### config.mk
export PLATFORM = sky130hd
export DESIGN_NAME = msi_doorbell_frame
export DESIGN_NICKNAME = d
export VERILOG_FILES = /design/src/rtl/msi_frame_pkg.sv /design/src/rtl/msi_reg_read.sv /design/src/rtl/msi_doorbell_decode.sv /design/src/rtl/msi_pulse_gen.sv /design/src/rtl/msi_doorbell_frame.sv
export SDC_FILE = /design/constraint.sdc
export NUM_CORES = 1
export LEC_CHECK = 0
export BUFFER_PORTS_ARGS = -buffer_cell sky130_fd_sc_hd__buf_4
export CAP_MARGIN = 20
export CELL_PAD_IN_SITES_DETAIL_PLACEMENT = 0
export CELL_PAD_IN_SITES_GLOBAL_PLACEMENT = 1
export CORE_ASPECT_RATIO = 0.9
export CORE_MARGIN = 4
export CORE_UTILIZATION = 24
export CTS_BUF_LIST = sky130_fd_sc_hd__clkbuf_8
export CTS_CLUSTER_SIZE = 24
export DETAILED_ROUTE_END_ITERATION = 7
export GPL_TIMING_DRIVEN = 0
export PLACE_DENSITY_LB_ADDON = 0.1
export SETUP_SLACK_MARGIN = 0.05
export SYNTH_ARGS = -nofsm -noshare
export SYNTH_HDL_FRONTEND = slang
export SYNTH_HIERARCHICAL = 1
export SYNTH_SLANG_ARGS = --single-unit
### constraint.sdc
create_clock -name clk -period 1.5 [get_ports clk]
set_clock_uncertainty 0.2 [all_clocks]
set_input_delay 0 -clock clk [delete_from_list [all_inputs] [get_ports clk]]
set_output_delay 0 -clock clk [all_outputs]
set_load 0.01 [all_outputs]
### src/rtl/msi_frame_pkg.sv
// Shared constants, mode encoding and the range rule for the MSI doorbell frame.
package msi_frame_pkg;

    // How a doorbell write names its interrupt
    typedef enum logic [1:0] {
        DATA_ABS      = 2'd0,  // data word is the SPI number
        DATA_SUB_BASE = 2'd1,  // data word is SPI number minus BASE_SPI
        DATA_SUB_32   = 2'd2,  // data word is SPI number minus 32
        ADDR_ENC      = 2'd3   // SPI number taken from the address, data ignored
    } doorbell_mode_e;

    localparam int unsigned LOWEST_SPI  = 32;
    localparam int unsigned HIGHEST_SPI = 1019;

    // Byte offsets inside a data-mode frame
    localparam logic [11:0] OFS_TYPE     = 12'h008;
    localparam logic [11:0] OFS_DOORBELL = 12'h040;
    localparam logic [11:0] OFS_IDENT    = 12'hFCC;

    // Returns 1 when a base/count pair respects the platform SPI limits
    function automatic logic range_valid(int unsigned base, int unsigned count);
        return (base >= LOWEST_SPI) && (count != 0) && (base + count <= HIGHEST_SPI);
    endfunction

endpackage

### src/rtl/msi_reg_read.sv
// Read port of the frame: type word and identification code.
// The read result is registered, so it appears the cycle after rd_en.
// Assumes ADDR_W >= 12. In address-encoded mode every read returns zero.
module msi_reg_read
    import msi_frame_pkg::*;
#(
    parameter int unsigned   ADDR_W     = 13,
    parameter int unsigned   BASE_SPI   = 64,
    parameter int unsigned   SPI_COUNT  = 32,
    parameter logic [31:0]   IDENT_CODE = 32'h0005_A3C1,
    parameter bit            ADDR_ONLY  = 1'b0
) (
    input  logic              clk,
    input  logic              rst_n,
    input  logic              rd_en,
    input  logic [ADDR_W-1:0] addr,
    output logic [31:0]       rdata
);

    localparam logic [9:0]  BASE_F    = 10'(BASE_SPI);
    localparam logic [9:0]  COUNT_F   = 10'(SPI_COUNT);
    localparam logic [31:0] TYPE_WORD = {6'b0, BASE_F, 6'b0, COUNT_F};

    logic [31:0] decoded;
    logic [31:0] rd_value;

    // Select the word addressed by the read
    always_comb begin
        if (addr == ADDR_W'(OFS_TYPE)) begin
            decoded = TYPE_WORD;
        end else if (addr == ADDR_W'(OFS_IDENT)) begin
            decoded = IDENT_CODE;
        end else begin
            decoded = '0;
        end
        rd_value = ADDR_ONLY ? 32'h0 : decoded;
    end

    // Register the read result; zero when no read was requested
    always_ff @(posedge clk) begin
        if (!rst_n) begin
            rdata <= '0;
        end else begin
            rdata <= rd_en ? rd_value : 32'h0;
        end
    end

endmodule

### src/rtl/msi_doorbell_decode.sv
// Turns a bus write into a target line index and a hit flag.
// The MODE parameter picks how the SPI number is formed.
// Sums are held in 33 bits, so no data value can wrap into range.
// Assumes ADDR_W >= 12 and SPI_COUNT >= 1.
module msi_doorbell_decode
    import msi_frame_pkg::*;
#(
    parameter int unsigned    ADDR_W    = 13,
    parameter int unsigned    BASE_SPI  = 64,
    parameter int unsigned    SPI_COUNT = 32,
    parameter doorbell_mode_e MODE      = DATA_ABS,
    localparam int unsigned   IDX_W     = (SPI_COUNT > 1) ? $clog2(SPI_COUNT) : 1
) (
    input  logic              wr_en,
    input  logic [ADDR_W-1:0] addr,
    input  logic [31:0]       wdata,
    output logic              hit,
    output logic [IDX_W-1:0]  idx
);

    localparam logic RANGE_OK = range_valid(BASE_SPI, SPI_COUNT);
    localparam logic [32:0] LO_SPI = 33'(BASE_SPI);
    localparam logic [32:0] HI_SPI = 33'(BASE_SPI) + 33'(SPI_COUNT);

    logic        sel;
    logic [32:0] spi_num;
    logic [32:0] rel;
    logic        in_range;

    // Form the SPI number according to the configured mode
    generate
        if (MODE == ADDR_ENC) begin : g_addr
            assign sel     = wr_en && (addr[2:0] == 3'b000);
            assign spi_num = 33'(addr[ADDR_W-1:3]) + 33'(LOWEST_SPI);
        end else if (MODE == DATA_SUB_BASE) begin : g_sub_base
            assign sel     = wr_en && (addr == ADDR_W'(OFS_DOORBELL));
            assign spi_num = {1'b0, wdata} + LO_SPI;
        end else if (MODE == DATA_SUB_32) begin : g_sub_32
            assign sel     = wr_en && (addr == ADDR_W'(OFS_DOORBELL));
            assign spi_num = {1'b0, wdata} + 33'(LOWEST_SPI);
        end else begin : g_abs
            assign sel     = wr_en && (addr == ADDR_W'(OFS_DOORBELL));
            assign spi_num = {1'b0, wdata};
        end
    endgenerate

    // Range check and index relative to the first assigned SPI
    always_comb begin
        in_range = (spi_num >= LO_SPI) && (spi_num < HI_SPI);
        rel      = spi_num - LO_SPI;
        hit      = sel && in_range && RANGE_OK;
        idx      = rel[IDX_W-1:0];
    end

    logic unused_bits;
    assign unused_bits = ^{rel[32:IDX_W], wdata};

endmodule

### src/rtl/msi_pulse_gen.sv
// Registered one-hot pulse driver.
// A hit raises line idx for the following cycle only.
// Assumes idx < SPI_COUNT whenever fire is high.
module msi_pulse_gen #(
    parameter int unsigned  SPI_COUNT = 32,
    localparam int unsigned IDX_W     = (SPI_COUNT > 1) ? $clog2(SPI_COUNT) : 1
) (
    input  logic                 clk,
    input  logic                 rst_n,
    input  logic                 fire,
    input  logic [IDX_W-1:0]     idx,
    output logic [SPI_COUNT-1:0] pulse
);

    logic [SPI_COUNT-1:0] next_pulse;

    // One-hot of the selected line, empty when nothing fires
    always_comb begin
        next_pulse = '0;
        if (fire) begin
            next_pulse[idx] = 1'b1;
        end
    end

    // Every pulse lives for exactly one cycle
    always_ff @(posedge clk) begin
        if (!rst_n) begin
            pulse <= '0;
        end else begin
            pulse <= next_pulse;
        end
    end

endmodule

### src/rtl/msi_doorbell_frame.sv
// MSI doorbell frame top.
// Bus writes that name an SPI in the assigned range become one-cycle
// rising edges on spi_pulse. Reads return the type and identification words.
// Assumes a single-cycle write/read bus with no back-pressure.
module msi_doorbell_frame
    import msi_frame_pkg::*;
#(
    parameter int unsigned    ADDR_W     = 13,
    parameter int unsigned    BASE_SPI   = 64,
    parameter int unsigned    SPI_COUNT  = 32,
    parameter doorbell_mode_e MODE       = DATA_ABS,
    parameter logic [31:0]    IDENT_CODE = 32'h0005_A3C1
) (
    input  logic                 clk,
    input  logic                 rst_n,
    input  logic                 wr_en,
    input  logic                 rd_en,
    input  logic [ADDR_W-1:0]    addr,
    input  logic [31:0]          wdata,
    output logic [31:0]          rdata,
    output logic [SPI_COUNT-1:0] spi_pulse
);

    localparam int unsigned IDX_W = (SPI_COUNT > 1) ? $clog2(SPI_COUNT) : 1;

    logic             db_hit;
    logic [IDX_W-1:0] db_idx;

    // Decode the write into a target line
    msi_doorbell_decode #(
        .ADDR_W   (ADDR_W),
        .BASE_SPI (BASE_SPI),
        .SPI_COUNT(SPI_COUNT),
        .MODE     (MODE)
    ) u_decode (
        .wr_en(wr_en),
        .addr (addr),
        .wdata(wdata),
        .hit  (db_hit),
        .idx  (db_idx)
    );

    // Drive the edge on the selected line
    msi_pulse_gen #(
        .SPI_COUNT(SPI_COUNT)
    ) u_pulse (
        .clk  (clk),
        .rst_n(rst_n),
        .fire (db_hit),
        .idx  (db_idx),
        .pulse(spi_pulse)
    );

    // Serve the read-only registers
    msi_reg_read #(
        .ADDR_W    (ADDR_W),
        .BASE_SPI  (BASE_SPI),
        .SPI_COUNT (SPI_COUNT),
        .IDENT_CODE(IDENT_CODE),
        .ADDR_ONLY (MODE == ADDR_ENC)
    ) u_read (
        .clk  (clk),
        .rst_n(rst_n),
        .rd_en(rd_en),
        .addr (addr),
        .rdata(rdata)
    );

endmodule

# Word level (Yosys, flattened, before mapping)
# Index checks and enable logic that the tools add are counted.
[word_totals]
register_bits = 64
input_bits = 49
wordCells = 24
output_inout_bits = 64
[classes]
order_cmp = 4
add_sub_neg = 1
bitwise = 2
muxes = 4
reduce_logical = 7
eq_ne = 3
[op_table]
columns = ["op", "n"]
rows = [
  ["$ge 32x7->1 const B", 1],
  ["$lt 32x7->1 const B", 1],
  ["$mux 23", 1],
  ["$mux 19", 1],
  ["$eq 13x12->1 const B", 1],
  ["$eq 13x4->1 const B", 1],
  ["$eq 13x7->1 const B", 1],
  ["$lt 5x6->1 const B", 1],
  ["$demux 1 s5", 1],
  ["$ge 5x1->1 const B", 1],
  ["$sub 5x1->5 const B", 1],
  ["$logic_and 1x1->1", 4],
  ["$reduce_and 2->1", 2],
  ["$reduce_or 3->1", 1],
  ["$not 1->1", 2],
  ["$mux 1", 1],
]

# Logic depth before layout (Yosys ltp)
[logic_depth]
word_depth = 5
ltp_mapped = 6
depth_no_buf = 5

# Modules after synthesis
# The synthesis kept the hierarchy.
[modules_own_cells]
columns = ["module", "cells_each", "instances", "area_each_um2", "seq_area_each_um2"]
rows = [
  ["msi_pulse_gen", 77, 1, 859.6, 640.6],
  ["msi_reg_read", 41, 1, 326.6, 40.0],
  ["msi_doorbell_decode", 20, 1, 146.4, 0.0],
]

# Least setup slack after synthesis
# Ideal clock, no wire load.
[synth_timing]
kind = "input to register"
startpoint = "input wdata[14]"
endpoint = "register u_pulse.pulse[13]"
arrival_time_ps = 1111
path_slack_ps = 120
stages = 5
cell_sequence = "nor4_1 > nand4_1 > nor3_1 > nand4b_1 > nor2_1"
[synth_via]
elab_chain_len = 4
elab_cells_between_ends = 5
cone_classes = "order compare (2); reduce/logical (3)"
[synth_rtl]
columns = ["element", "line_no", "rtl"]
rows = [
  ["from (decl)", "msi_doorbell_frame.sv:19", "input logic [31:0] wdata,"],
  ["$ge 32x7->1 / $lt 32x7->1 (equally long branches)", "msi_doorbell_decode.sv:49", "in_range = (spi_num >= LO_SPI) && (spi_num < HI_SPI);"],
  ["$logic_and 1x1->1 *", "msi_doorbell_decode.sv:49", ""],
  ["$logic_and 1x1->1 *", "msi_doorbell_decode.sv:51", "hit = sel && in_range && RANGE_OK;"],
  ["via db_hit", "msi_doorbell_frame.sv:26", "logic db_hit;"],
  ["$reduce_and 2->1 (no source line) *", "-", ""],
  ["to (signal assigned)", "msi_pulse_gen.sv:30", "pulse <= next_pulse;"],
  ["to (decl)", "msi_pulse_gen.sv:12", "output logic [SPI_COUNT-1:0] pulse"],
]
# Mark *: on every way through the listed nets, which the timed path passes. The rest lies on a longest branch.
# A chain may end at the register's enable or synchronous reset.

# Final worst setup path
[layout_timing]
startpoint = "input addr[7]"
endpoint = "register u_read.rdata[5]"
[layout_via]
elab_chain_len = 2
[layout_rtl]
columns = ["element", "line_no", "rtl"]
rows = [
  ["from (decl)", "msi_doorbell_frame.sv:18", "input logic [ADDR_W-1:0] addr,"],
  ["$eq 13x4->1", "msi_reg_read.sv:29", "if (addr == ADDR_W'(OFS_TYPE)) begin"],
  ["$mux 23", "msi_reg_read.sv:29", ""],
  ["to (signal assigned)", "msi_reg_read.sv:44", "rdata <= rd_en ? rd_value : 32'h0;"],
  ["to (decl)", "msi_reg_read.sv:17", "output logic [31:0] rdata"],
]
# Every way passes these cells.

==> results.tsv <==
stage	metric	value	unit
status	status	complete, but fails checks	
status	failing checks	negative hold slack	
global_routing	busiest grt layer	met2	
hold_path	hold_sp	addr[5]	
worst_setup_path	Setup crit end kind	flip-flop	
worst_setup_path	Critical Path RT	1480	ps
detailed_routing	DR vias	1317	
clock_tree	# H-tree levels	2	
global_routing	grt met1 use	0.130	
synth	syn_area_per_cell	9.66	um^2
floorplanning	DIE AREA	6810	um^2
placement	area post-placement	2140	um^2
placement	Final GP Congestion	0.714	
worst_setup_path	startpoint types	input pin	
global_routing	total grt overflow	0	
sta	Slew Viols, Final	0	
floorplanning	die height	78.7	um
sta	final setup fails	0	
hold_path	worst min path class	input pin to flip-flop	
placement	HPWL after detailed placement	3180	um
worst_setup_path	crit path from	addr[7]	
sta	RSZ-0062 raised after global routing	no	
floorplanning	initial core utilization	0.251	
global_routing	antenna violations before repair	0	
finish	Layout area overhead	82.9	%
finish	Post-Layout Inst Area	2440	um^2
finish	Antenna Cells	0	
sta	Tcrit/Tclk final	0.941	
global_routing	pin count of the biggest net entering global routing	11	
clock_tree	Clock Path Buffers	2	
worst_setup_path	critical path class	input pin to flip-flop	
clock_tree	CTS tree	yes	
run	Max-Cap Viols	0	
detailed_routing	post-route ant nets	0	
global_routing	GR Layer Usage met2	0.230	
detailed_routing	drt first pass iters	4	
global_routing	met3 Use GR	0.0405	
synth	ys flop type	dfxtp_1	
synth	Syn Std Cell Area	1330	um^2
placement	Port Buffers	86	
synth	Distinct cells, synth	19	
clock_tree	clock slew at reported path FFs	60	ps
worst_setup_path	crit path DAT	1390	ps
pwr	Total Power	1.80	mW
finish	end-of-flow core utilization	0.458	
synth	yosys warns	6	
pwr	power per cell area	738	nW/um^2
finish	fin nets	317	
detailed_routing	wire per inst	12.1	um
floorplanning	Core Box Area	5320	um^2
floorplanning	row count	25	
global_routing	Total Routing Usage GR	0.127	
finish	most frequent cells in the layout	buf_4 (124), dfxtp_1 (34), nor2_1 (32)	
sta	Hold WS	-169	ps
finish	leading cell type in the layout, fill and taps excluded	buf_4	
pwr	peak supply drop	0.380	mV
global_routing	first-pass GRT wire length	6700	um
synth	flops & latches, synth	34	
worst_setup_path	worst-path maximum fanout	2	
global_routing	number of global-route vias before repair	1405	
sta	Final Hold Viols	2	
sta	Peak Freq	709	MHz
finish	Fill cells	524	
sta	Final min period	1410	ps
pwr	Leakage Power	1.19	nW
synth	post-synth top area cell	dfxtp_1	
floorplanning	I/O pin count	113	
synth	top cell type's share of synthesized area	0.511	
clock_tree	Root Buffer	clkbuf_8	
clock_tree	clk sink count	34	
detailed_routing	drt total wl	4060	um
synth	EDFF count, synth	0	
detailed_routing	DR iter-0 viols	41	
clock_tree	TritonCTS buffer count	5	
floorplanning	chip width	86.5	um
detailed_routing	Via density	3.92	
detailed_routing	# DRC	0	
finish	share of layout cells above drive strength 1	0.520	
synth	sequential share of the synthesized area	0.511	
synth	Post-Synthesis Cells	138	
synth	synth top area cells	dfxtp_1 (51%), buf_4 (20%), nor2_1 (9.0%)	
synth	asr flop ratio synth	0	
## metrics by stage
stage / std cells / setup slack, ps / TNS, ps
after CTS: 338 / 63.1 / 0
after global routing: 336 / 56.3 / 0
final: 336 / 89.2 / 0
after global placement: 311 / -448 / -11620
after floorplan: 158 / 120 / 0
after detailed placement: 311 / -444 / -12180
## cell families (layout without fill, tap and decap cells)
group,Yosys count,count (layout),share of synthesized area
AND/OR/NAND/NOR,66,66,0.280
buffers and inverters,36,147,0.200
flip-flops,34,34,0.511
other,1,21,0.00281
AO/OA/AOI/OAI,1,1,0.00657
## what timing repair did
item	in CTS	in global routing
hold endpoints to repair	34	2
hold buffers	16	1
setup buffers	3	0
resized for setup	1	10
pin swaps	3	5
setup endpoints to repair	32	16
## layer usage
metal,wire (um),vias up
met2,2270,55
li1,-,674
met3,277,8
met5,0,-
met1,1390,580
met4,124,0
## cell usage after synthesis (2+ instances only)
cell      number
nand4_1        4
nor4b_2        2
or3b_1         3
nand3_1        2
nor2_1        32
buf_4         35
nor4_1         9
nor3_1         2
nand3b_1       3
or3_1          2
nand4b_1       3
dfxtp_1       34
## state kept, by name, indices dropped and copies added (netlist names)
signal and cells:
u_pulse/pulse 32, u_read/rdata 2
## final cells by class
type / count / area [um^2] / share of cell area
Tap cell: 67 / 83.8 / 0.0344
Sequential cell: 34 / 681 / 0.279
Clock inverter: 2 / 8.76 / 0.00359
Clock buffer: 6 / 82.6 / 0.0339
Multi-Input combinational cell: 88 / 503 / 0.206
Buffer: 36 / 270 / 0.111
Timing Repair Buffer: 103 / 808 / 0.332
## power breakdown
| group | leakage, nW | internal [mW] | switching (mW) |
|---|---|---|---|
| Clock | 0.0524 | 0.362 | 0.290 |
| Sequential | 0.274 | 0.903 | 0.00000360 |
| Combinational | 0.860 | 0.155 | 0.0896 |
| Total | 1.19 | 1.42 | 0.380 |
## worst max-delay path: stages
cell and delay, ps:
buf_4 110, dlygate4sd3_1 570, or4_4 550, nor4_2 160
## worst paths after layout
check  slack [ps]                          end  cells after the start
max            90   u_read/rdata[5]$_SDFF_PN0_                      4
min          -170  u_read/rdata[16]$_SDFF_PP0_                      3
No activity file was read; power rests on OpenSTA's default activity.
